[src/rtl/alu_status_pkg.sv]
`timescale 1ns/1ps
package alu_status_pkg;
   localparam int NUM_FLAGS = 5;
   localparam int FLG_C  = 0;
   localparam int FLG_DC = 1;
   localparam int FLG_Z  = 2;
   localparam int FLG_OV = 3;
   localparam int FLG_N  = 4;

   typedef enum logic [3:0] {
      OP_ADD  = 4'd0,
      OP_SUB  = 4'd1,
      OP_AND  = 4'd2,
      OP_OR   = 4'd3,
      OP_XOR  = 4'd4,
      OP_RLC  = 4'd5,
      OP_RRC  = 4'd6,
      OP_CLR  = 4'd7,
      OP_MOV  = 4'd8,
      OP_SWAP = 4'd9,
      OP_BSET = 4'd10,
      OP_BCLR = 4'd11
   } alu_op_e;

   // field order follows the status bit positions, 4 down to 0
   typedef struct packed {
      logic n;
      logic ov;
      logic z;
      logic dc;
      logic c;
   } flags_t;
endpackage

[src/rtl/alu_core.sv]
`timescale 1ns/1ps
module alu_core
   import alu_status_pkg::*;
#(
   parameter int DATA_W = 8
) (
   input  alu_op_e           op,
   input  logic [DATA_W-1:0] a,
   input  logic [DATA_W-1:0] b,
   input  logic              carry_in,
   output logic [DATA_W-1:0] result,
   output logic              carry_out,
   output logic              half_carry,
   output logic              ovf
);
   localparam int NIB_W = DATA_W / 2;
   localparam int IDX_W = $clog2(DATA_W);
   localparam int MSB   = DATA_W - 1;

   logic              is_sub;
   logic [DATA_W-1:0] b_eff;
   logic [DATA_W:0]   sum_full;
   logic [NIB_W:0]    nib_sum;
   logic              carry_into_msb;
   logic [DATA_W-1:0] bit_onehot;

   // subtraction is addition of the inverted operand plus one
   assign is_sub   = (op == OP_SUB);
   assign b_eff    = is_sub ? ~b : b;
   assign sum_full = {1'b0, a} + {1'b0, b_eff} + (DATA_W+1)'(is_sub);
   assign nib_sum  = {1'b0, a[NIB_W-1:0]} + {1'b0, b_eff[NIB_W-1:0]}
                     + (NIB_W+1)'(is_sub);

   assign carry_into_msb = a[MSB] ^ b_eff[MSB] ^ sum_full[MSB];
   assign bit_onehot     = DATA_W'(1) << b[IDX_W-1:0];

   always_comb begin
      result     = a;
      carry_out  = carry_in;
      half_carry = nib_sum[NIB_W];
      ovf        = carry_into_msb ^ sum_full[DATA_W];
      unique case (op)
         OP_ADD, OP_SUB: begin
            result    = sum_full[DATA_W-1:0];
            carry_out = sum_full[DATA_W];
         end
         OP_AND:  result = a & b;
         OP_OR:   result = a | b;
         OP_XOR:  result = a ^ b;
         OP_RLC: begin
            result    = {a[MSB-1:0], carry_in};
            carry_out = a[MSB];
         end
         OP_RRC: begin
            result    = {carry_in, a[MSB:1]};
            carry_out = a[0];
         end
         OP_CLR:  result = '0;
         OP_MOV:  result = b;
         OP_SWAP: result = {a[NIB_W-1:0], a[MSB:NIB_W]};
         OP_BSET: result = a | bit_onehot;
         OP_BCLR: result = a & ~bit_onehot;
         default: result = a;
      endcase
   end
endmodule

[src/rtl/flag_gen.sv]
`timescale 1ns/1ps
module flag_gen
   import alu_status_pkg::*;
#(
   parameter int DATA_W = 8
) (
   input  logic [DATA_W-1:0] result,
   input  logic              carry_out,
   input  logic              half_carry,
   input  logic              ovf,
   output flags_t            flags
);
   always_comb begin
      flags.n  = result[DATA_W-1];
      flags.ov = ovf;
      flags.z  = ~|result;
      flags.dc = half_carry;
      flags.c  = carry_out;
   end
endmodule

[src/rtl/status_reg.sv]
`timescale 1ns/1ps
module status_reg
   import alu_status_pkg::*;
#(
   parameter int DATA_W = 8
) (
   input  logic                 clk,
   input  logic                 rst_n,
   input  logic                 op_valid,
   input  logic                 dest_status,
   input  logic [NUM_FLAGS-1:0] flag_mask,
   input  flags_t               new_flags,
   input  logic [DATA_W-1:0]    wr_data,
   output logic [DATA_W-1:0]    status
);
   logic [NUM_FLAGS-1:0] flag_vec;
   logic                 data_wins;

   assign flag_vec  = new_flags;
   // data reaches the flag bits only when no flag is affected
   assign data_wins = dest_status && (flag_mask == '0);

   for (genvar i = 0; i < NUM_FLAGS; i++) begin : g_flag
      always_ff @(posedge clk) begin
         if (!rst_n)
            status[i] <= 1'b0;
         else if (op_valid) begin
            if (flag_mask[i])
               status[i] <= flag_vec[i];
            else if (data_wins)
               status[i] <= wr_data[i];
         end
      end
   end

   if (DATA_W > NUM_FLAGS) begin : g_unused
      assign status[DATA_W-1:NUM_FLAGS] = '0;
   end
endmodule

[src/rtl/alu_status_unit.sv]
`timescale 1ns/1ps
module alu_status_unit
   import alu_status_pkg::*;
#(
   parameter int DATA_W = 8
) (
   input  logic              clk,
   input  logic              rst_n,
   input  logic              op_valid,
   input  logic [3:0]        op,
   input  logic [DATA_W-1:0] a,
   input  logic [DATA_W-1:0] b,
   input  logic [4:0]        flag_mask,
   input  logic              dest_status,
   output logic [DATA_W-1:0] result,
   output logic [DATA_W-1:0] status
);
   if (DATA_W < NUM_FLAGS || (DATA_W % 2) != 0) begin : g_bad_width
      $error("alu_status_unit: DATA_W must be even and at least NUM_FLAGS");
   end

   logic   c_out, h_out, v_out;
   flags_t flags;

   alu_core #(.DATA_W(DATA_W)) u_core (
      .op        (alu_op_e'(op)),
      .a         (a),
      .b         (b),
      .carry_in  (status[FLG_C]),
      .result    (result),
      .carry_out (c_out),
      .half_carry(h_out),
      .ovf       (v_out)
   );

   flag_gen #(.DATA_W(DATA_W)) u_flags (
      .result    (result),
      .carry_out (c_out),
      .half_carry(h_out),
      .ovf       (v_out),
      .flags     (flags)
   );

   status_reg #(.DATA_W(DATA_W)) u_stat (
      .clk        (clk),
      .rst_n      (rst_n),
      .op_valid   (op_valid),
      .dest_status(dest_status),
      .flag_mask  (flag_mask),
      .new_flags  (flags),
      .wr_data    (result),
      .status     (status)
   );
endmodule

[config.mk]
export PLATFORM = sky130hd
export DESIGN_NAME = alu_status_unit
export DESIGN_NICKNAME = d
export VERILOG_FILES = /design/src/rtl/alu_status_pkg.sv /design/src/rtl/alu_core.sv /design/src/rtl/flag_gen.sv /design/src/rtl/status_reg.sv /design/src/rtl/alu_status_unit.sv
export SDC_FILE = /design/constraint.sdc
export NUM_CORES = 1
export LEC_CHECK = 0
export BUFFER_PORTS_ARGS = -buffer_cell sky130_fd_sc_hd__buf_2
export CAP_MARGIN = 25
export CORE_MARGIN = 5
export CORE_UTILIZATION = 35
export DETAILED_ROUTE_END_ITERATION = 16
export SYNTH_ARGS = -nofsm -noshare
export SYNTH_HDL_FRONTEND = slang
export SYNTH_SLANG_ARGS = --single-unit
[constraint.sdc]
create_clock -name clk -period 10.3 [get_ports clk]
set_clock_uncertainty 0.2 [all_clocks]
set_input_delay 1.545 -clock clk [delete_from_list [all_inputs] [get_ports clk]]
set_output_delay 1.545 -clock clk [all_outputs]
set_load 0.1 [all_outputs]
# Yosys cells after proc, flatten, opt, wreduce, memory -nomap -nowiden
# Index checks and enable logic that the tools add are counted.
[op_classes]
addsub = 4
n_mux = 13
bitwise = 10
n_reduce_logical = 16
n_eq_ne = 12
shifts = 1
[op_table]
columns = ["op", "n"]
rows = [
  ["8-bit one-hot mux with 11 select lines", 1],
  ["8-bit bitwise AND", 2],
  ["4-bit by 3-bit equality test with 1-bit output, second input constant", 4],
  ["4-bit equality test, second input constant", 4],
  ["8-bit NOT", 2],
  ["8-bit OR", 2],
  ["1-bit two-way mux", 10],
  ["2-bit nonzero test", 5],
  ["8-bit by 8-bit adder with 9-bit output", 1],
  ["9-bit by 1-bit adder with 9-bit output", 1],
  ["4-bit by 2-bit equality test with 1-bit output, second input constant", 2],
  ["8-bit two-way mux", 1],
  ["2-bit AND reduction", 4],
  ["8-bit OR reduction", 1],
  ["1-bit by 3-bit left shift with 8-bit output, first input constant", 1],
  ["8-bit bitwise XOR", 1],
  ["4-bit by 4-bit adder with 5-bit output", 1],
  ["5-bit by 1-bit adder with 5-bit output", 1],
  ["5-bit zero test", 1],
  ["4-bit by 1-bit equality test with 1-bit output, second input constant", 1],
  ["4-bit zero test", 1],
  ["4-bit by 1-bit inequality test with 1-bit output, second input constant", 1],
  ["1-bit one-hot mux with 3 select lines", 1],
  ["3-bit AND reduction", 1],
  ["4 further kinds", 6],
]
[word_totals]
reg_bits = 5
in_bits = 29

# Longest topological paths before layout
# Gate-level depths: netlist of run 1.
[depth]
depth_word = 8
ltp_mapped = 12

# Hierarchy
# From an unflattened synthesis of run 1, not the netlist that was laid out.
[hier_totals]
hier_cells = 254
hier_area_um2 = 1761.7
[modules_own_cells]
columns = ["module", "cells_per_inst", "area_each_um2", "n_inst"]
rows = [
  ["alu_core", 206, 1371.3, 1],
  ["status_reg", 41, 341.6, 1],
  ["flag_gen", 7, 48.8, 1],
]

# Least setup slack after synthesis of run 1
# OpenSTA, ideal clock, no wires.
[synth_path]
path_type = "input to output"
from = "input op[1]"
to = "output result[4]"
path_slack_ns = 3.197
required_ns = 8.555
path_buffers = 1
t_arrival_ns = 5.358
path_stages = 10
cell_sequence = "nor4b_1 buf_2 xor2_1 inv_1 fa_1 nor2b_1 o21a_1 nor2_1 xor2_1 o21ai_0"
[synth_between]
elab_chain_cells = 5
word_cells_on_any_way = 17
cone_classes = "2 x add/sub; 11 x eq/ne; 2 x mux; 2 x reduce/logical"
[synth_rtl]
columns = ["item", "line", "rtl"]
rows = [
  ["start, declared", "alu_status_unit.sv:10", "input logic [3:0] op,"],
  ["4-bit by 1-bit equality test with 1-bit output", "alu_core.sv:28, alu_core.sv:42", ""],
  ["8-bit two-way mux", "alu_core.sv:29", "assign b_eff = is_sub ? ~b : b;"],
  ["8-bit by 8-bit adder with 9-bit output", "alu_core.sv:30", "assign sum_full = {1'b0, a} + {1'b0, b_eff} + (DATA_W+1)'(is_sub);"],
  ["9-bit by 1-bit adder with 9-bit output", "alu_core.sv:30", ""],
  ["8-bit one-hot mux with 11 select lines (*)", "alu_core.sv:42", "unique case (op)"],
  ["end, declared", "alu_status_unit.sv:15", "output logic [DATA_W-1:0] result,"],
]
# Every way passes the cells marked *; elsewhere a longest branch is shown, timed or not.

# Final worst setup path of run 1
[layout_path]
from = "input op[0]"
to = "output result[7]"
# The elaborated chain is that of the path after synthesis.

==> reports/metrics.cfg, run 1 <==
[logic_synthesis]
synth-seq-cells=5
async_reset_ff_share_pct=0
yosys_warnings=0
ys.flop_type=dfxtp_1
synth_area_um2=1780
synth-edff-count=0
syn_inst=244
ys_seq_area_share_pct=5.61
synth.distinct_cells=63
syn_area_per_cell_um2=7.31

[detailed_routing]
postRouteAntennaNets=0
first_iter_violations=397
routedWlPerCell_um=18.2
dr.pass1.iters=5
drt_wl_total_mm=6.20
vias=2111
via_per_inst=6.21
drc=0

[global_routing]
grt_max_degree=28
grt_pass1_wl_mm=9.52
overflow=0
grt_pass1_vias=1828
grt_use_total_pct=18.2
grt_antenna_before_repair=0

[sta]
min_period_ns=6.37
max_slew.worst_pin.slew_ns=0.895
rsz0062_at_grt=false
finalHoldViolCount=0
drv_slew=0
fmax_mhz=157
setup_slack_ns=3.93
setup_viol=0
setup_tns_ns=0
finalCritPeriodShare_pct=61.9
maxSlewHeadroom_pct=39.9

[layout]
area_growth_pct=11.8
final_common_cell=buf_2
layout_common_cells=buf_2 (41), nor2_1 (26), o21ai_0 (24)
drive_above_1_share_pct=21.1
largest_reg_flops=5
diodes=0
n_fill_cell=543
layout.nets=311

[die]
rows=26
start_util_pct=35.4
die_w_um=81.4
core_um2=5040
die-area_um2=6620
io_pins=45
fp.dieH_um=81.4

[setup_path]
reg2reg_to=u_stat.status[2]
r2r_slack_ns=8.17
worstRegToRegCells=5
cp.required_ns=8.56
worstReg2RegStart=u_stat.status[0]
worst-setup-path-type=input port to output pin
path_cells=buf_2 > nor4b_2 > buf_4 > xor2_1 > ha_1 > nor2b_1 > a32o_1 > o31ai_2 > xnor2_1 > a211o_1 > buf_2
crit_path_end=result[7]
crit_start=op[0]
max_stage_delay_ns=0.45
cp_max_fo=25
cp_common_cell=buf_2
critPathArrivalTime_ns=4.63
crit_path_start_kind=input port
critPathCaptureType=output pin
crit_path_top_delay_cell=buf_2

[power]
p_sw_uw=110
cellPowerDensity_nw_per_um2=97.6
netSwitchingFraction_pct=56.6
clkPwrFrac_pct=19.3
irDropWorstVdd_mv=0.0485
p_seq_share_pct=10.8
combPwrFrac_pct=69.9
leakagePower_uw=0.000831
internal-power_uw=84.5

[clock_network]
cts_resized=0
clock_sinks=5
clk_latency_ns=0.22
ctsHoldBuffers=0
cts_setup_buffers=0
cts_root_buf=clkbuf_8
cts_buffer_depth=2
path_clk_slew_ns=0.04
tritoncts.num_buffers=3
tritoncts=done
htreeDepth=1

[placement]
hpwl_mm=4.61
pre_cts_ws_ns=3.54
io_buffers=41
gp_congestion=1.01

[status]
status=complete, no violations

[worst_hold_path]
min_path_type=register to register

[job]
drv_cap=0

[critical path: cells and delay by family]
kind | cells | cell delay (ns)
XOR/XNOR | 2 | 0.33
AO/OA/AOI/OAI | 3 | 0.86
buffers and inverters | 3 | 1.06
AND/OR/NAND/NOR | 2 | 0.55
adder cells (fa/ha/maj) | 1 | 0.28
[cells in the mapped netlist, types with 6 or more instances]
master   count  share of area, %
buf_2        7               2.0
nand2_1     11               2.3
nor2b_1      9               3.2
buf_6        6               3.8
ha_1        10               7.0
a21oi_1     10               2.8
nor2_1      26               5.5
buf_4        6               2.5
xor2_1      11               5.4
a22o_1       6               2.9
inv_1        8               1.7
o21ai_0     24               6.7
[final cells by class]
type | instances | area, um^2 | area share [%]
clock buffers | 4 | 45.0 | 2.26
flip-flops and latches | 5 | 100 | 5.02
well taps | 70 | 87.6 | 4.39
multi-input cells | 210 | 1510 | 75.8
inverters | 8 | 30.0 | 1.51
repair buffers | 43 | 220 | 11.0
[routing by layer]
layer | vias to the layer above | GRT usage, % | part of all wire, %
li1 | 988 | - | -
met1 | 997 | 24.7 | 43
met2 | 110 | 29.6 | 46
met3 | 16 | 3.44 | 7.9
met4 | 0 | 4.39 | 2.1
met5 | - | 0 | 0
[cells by family after synthesis]
| group | count (synthesis) | synth area share, % |
|---|---|---|
| AOI/OAI and AO/OA | 101 | 41.8 |
| DFF | 5 | 5.61 |
| other | 1 | 0.210 |
| buffers and inverters | 31 | 10.8 |
| muxes | 2 | 1.12 |
| adders and majority gates | 11 | 8.14 |
| xor gates and xnor gates | 16 | 7.86 |
| and+or+nand+nor | 77 | 24.4 |
[worst min-delay path by stage]
| stage | slack, ns | to | from | cells past startpoint |
|---|---|---|---|---|
| 3_5_place_dp | 0.33 | u_stat.status[1] | u_stat.status[1] | 2 |
| 3_3_place_gp | 0.33 | u_stat.status[1] | u_stat.status[1] | 2 |
| 4_1_cts | 0.33 | u_stat.status[1] | u_stat.status[1] | 2 |
| 6_report | 0.33 | u_stat.status[1] | u_stat.status[1] | 2 |
| 2_1_floorplan | 0.39 | u_stat.status[0] | u_stat.status[0] | 2 |
| 5_1_grt | 0.36 | u_stat.status[1] | u_stat.status[1] | 2 |
[stage by stage]
| stage | util [%] | area (um^2) | instances | hold WS, ns | total power [uW] |
|---|---|---|---|---|---|
| 2_1_floorplan | - | 1790 | 246 | 0.386 | 129 |
| 3_3_place_gp | 38.5 | 1940 | 335 | 0.331 | 155 |
| 3_5_place_dp | 38.5 | 1940 | 335 | 0.329 | 155 |
| 4_1_cts | 39.4 | 1990 | 339 | 0.334 | 192 |
| 5_1_grt | 39.5 | 1990 | 340 | 0.362 | 205 |
| 6_report | 39.5 | 1990 | 340 | 0.331 | 195 |
[power by group through the flow]
stage	logic, uW	clock network, uW	registers, uW
6_report	136	37.5	21.0
5_1_grt	144	39.9	21.1
4_1_cts	134	37.2	21.0
3_5_place_dp	134	0	21.3
3_3_place_gp	134	0	21.3
2_1_floorplan	100	0	28.1
Note: power is estimated with default switching activity, not from simulation.
==> inputs of run 2 (changes only) <==
- clock period: 10.3 -> 5.4 ns (I/O delays scaled with it)
==> run 2 against run 1 <==
  * Flip-flop and latch count unchanged
  * Total power increased by 91%
  * Utilization increased by 0.77 points
  * First-iteration DRC count decreased by 7.6%
  * Critical path type unchanged
  * Highest routed layer unchanged
==> reports/metrics.cfg, run 2 (synthesized netlist as in run 1, its figures left out) <==
[sta]
fmax_mhz=219
finalHoldViolCount=0  ; unchanged
min_period_ns=4.56
drv_slew=0  ; unchanged
finalCritPeriodShare_pct=84.5
max_slew.worst_pin.slew_ns=0.852  ; -0.0434 ns
setup_viol=0  ; unchanged
maxSlewHeadroom_pct=42.8  ; +2.9 points
setup_tns_ns=0  ; unchanged
rsz0062_at_grt=false

[setup_path]
cp_common_cell=buf_2
cp.required_ns=4.39  ; -4.17 ns
critPathArrivalTime_ns=3.55  ; -1.08 ns
critPathCaptureType=output pin
critical_path.top_delay_family=compound AO/OA/AOI/OAI gates
worst-setup-path-type=input port to output pin
max_stage_delay_ns=0.45  ; about the same
crit_path_top_delay_cell=buf_2
path_cells=buf_2 > nor4b_2 > buf_4 > xor2_1 > ha_1 > a31o_2 > a32o_1 > o31ai_2 > xnor2_1 > a211o_1 > buf_2
cp_max_fo=9  ; -64%
worst-path-buf-inv=3  ; unchanged
crit_path_start_kind=input port

[clock_network]
path_clk_slew_ns=0.04  ; about the same
cts_root_buf=clkbuf_8
cts_resized=0  ; unchanged
tritoncts.num_buffers=3  ; unchanged
cts_setup_buffers=0  ; unchanged
htreeDepth=1  ; unchanged
clk_latency_ns=0.22  ; about the same
cts_buffer_depth=2  ; unchanged
tritoncts=done
ctsHoldBuffers=0  ; unchanged
clock_sinks=5  ; unchanged

[worst_hold_path]
min_path_type=register to register

[status]
status=complete, no violations

[global_routing]
grt_antenna_before_repair=0  ; unchanged
grt_pass1_wl_mm=9.54  ; +0.14%
overflow=0  ; unchanged
grt_use_total_pct=18.2  ; -0.083 points
grt_max_degree=27  ; -3.6%
grt_pass1_vias=1932  ; +5.7%

[layout]
largest_reg_flops=5  ; unchanged
area_growth_pct=14.0
final_common_cell=buf_2
final-seq-area_um2=100  ; unchanged
diodes=0  ; unchanged
n_fill_cell=542  ; -0.18%
design_area_um2=2030  ; +1.9%
layout_common_cells=buf_2 (41), nor2_1 (26), o21ai_0 (23)
multiInputGateArea_um2=1500  ; -0.41%
drive_above_1_share_pct=22.5  ; +1.4 points
layout.nets=317  ; +1.9%

[placement]
gp_congestion=0.983  ; -2.2%
io_buffers=41  ; unchanged
place_area_um2=1990  ; +2.4%
hpwl_mm=4.53  ; -1.8%

[die]
io_pins=45  ; unchanged
start_util_pct=35.4  ; unchanged
die-area_um2=6620  ; unchanged
die_w_um=81.4  ; unchanged
fp.dieH_um=81.4  ; unchanged
core_um2=5040  ; unchanged
rows=26  ; unchanged

[power]
cellPowerDensity_nw_per_um2=183  ; +88%
irDropWorstVdd_mv=0.0804  ; +66%
leakagePower_uw=0.000858  ; +3.4%

[detailed_routing]
drc=0  ; unchanged
dr.pass1.iters=4  ; -1
drt_wl_total_mm=5.87  ; -5.2%
routedWlPerCell_um=17.0  ; -6.8%
first_iter_violations=367  ; -7.6%
vias=2084  ; -1.3%
via_per_inst=6.02  ; -3.0%
postRouteAntennaNets=0  ; unchanged

[job]
drv_cap=0  ; unchanged

==> run 2: metrics by stage <==
step / hold WS [ns] / setup WS [ns] / cells / total power (uW) / utilization (%)
floorplan: 0.386 / 0.452 / 246 / 245 / -
global placement: 0.329 / 0.881 / 342 / 299 / 39.4
detailed placement: 0.328 / 0.839 / 342 / 299 / 39.4
CTS: 0.336 / 0.824 / 346 / 370 / 40.3
global route: 0.375 / 0.651 / 346 / 396 / 40.3
finish: 0.332 / 0.839 / 346 / 372 / 40.3
==> run 2: where the power goes <==
part           internal [uW]  switching (uW)
registers               39.1            1.07
clock network           50.8            20.3
logic                   74.7             186
==> run 2: final cells by class <==
class                      count  area share (%)
tap                           70            4.31
timing repair buffer          49            13.1
multi-input combinational    210            74.0
inverter                       8            1.48
sequential                     5            4.93
clock buffer                   4            2.22
==> run 2: worst min-delay path, delay by kind of cell, from the launching register on <==
kind | cells | cell delay [ns]
compound gates | 2 | 0.19
flops | 1 | 0.30
==> run 2: per-layer routing <==
metal | part of all wire (%) | track usage, %
met4 | 2.4 | 6.08
met1 | 43 | 25.1
met5 | 0 | 0
met3 | 6.0 | 3.55
met2 | 48 | 27.9
==> run 2: worst paths after layout <==
path | from | to | slack (ns) | depth (start not counted)
worst min register to register | u_stat.status[1] | u_stat.status[1] | 0.33 | 2
worst max register to register | u_stat.status[0] | u_stat.status[2] | 3.40 | 5
worst max-delay path | op[1] | result[7] | 0.84 | 11
worst min-delay path | u_stat.status[1] | u_stat.status[1] | 0.33 | 2
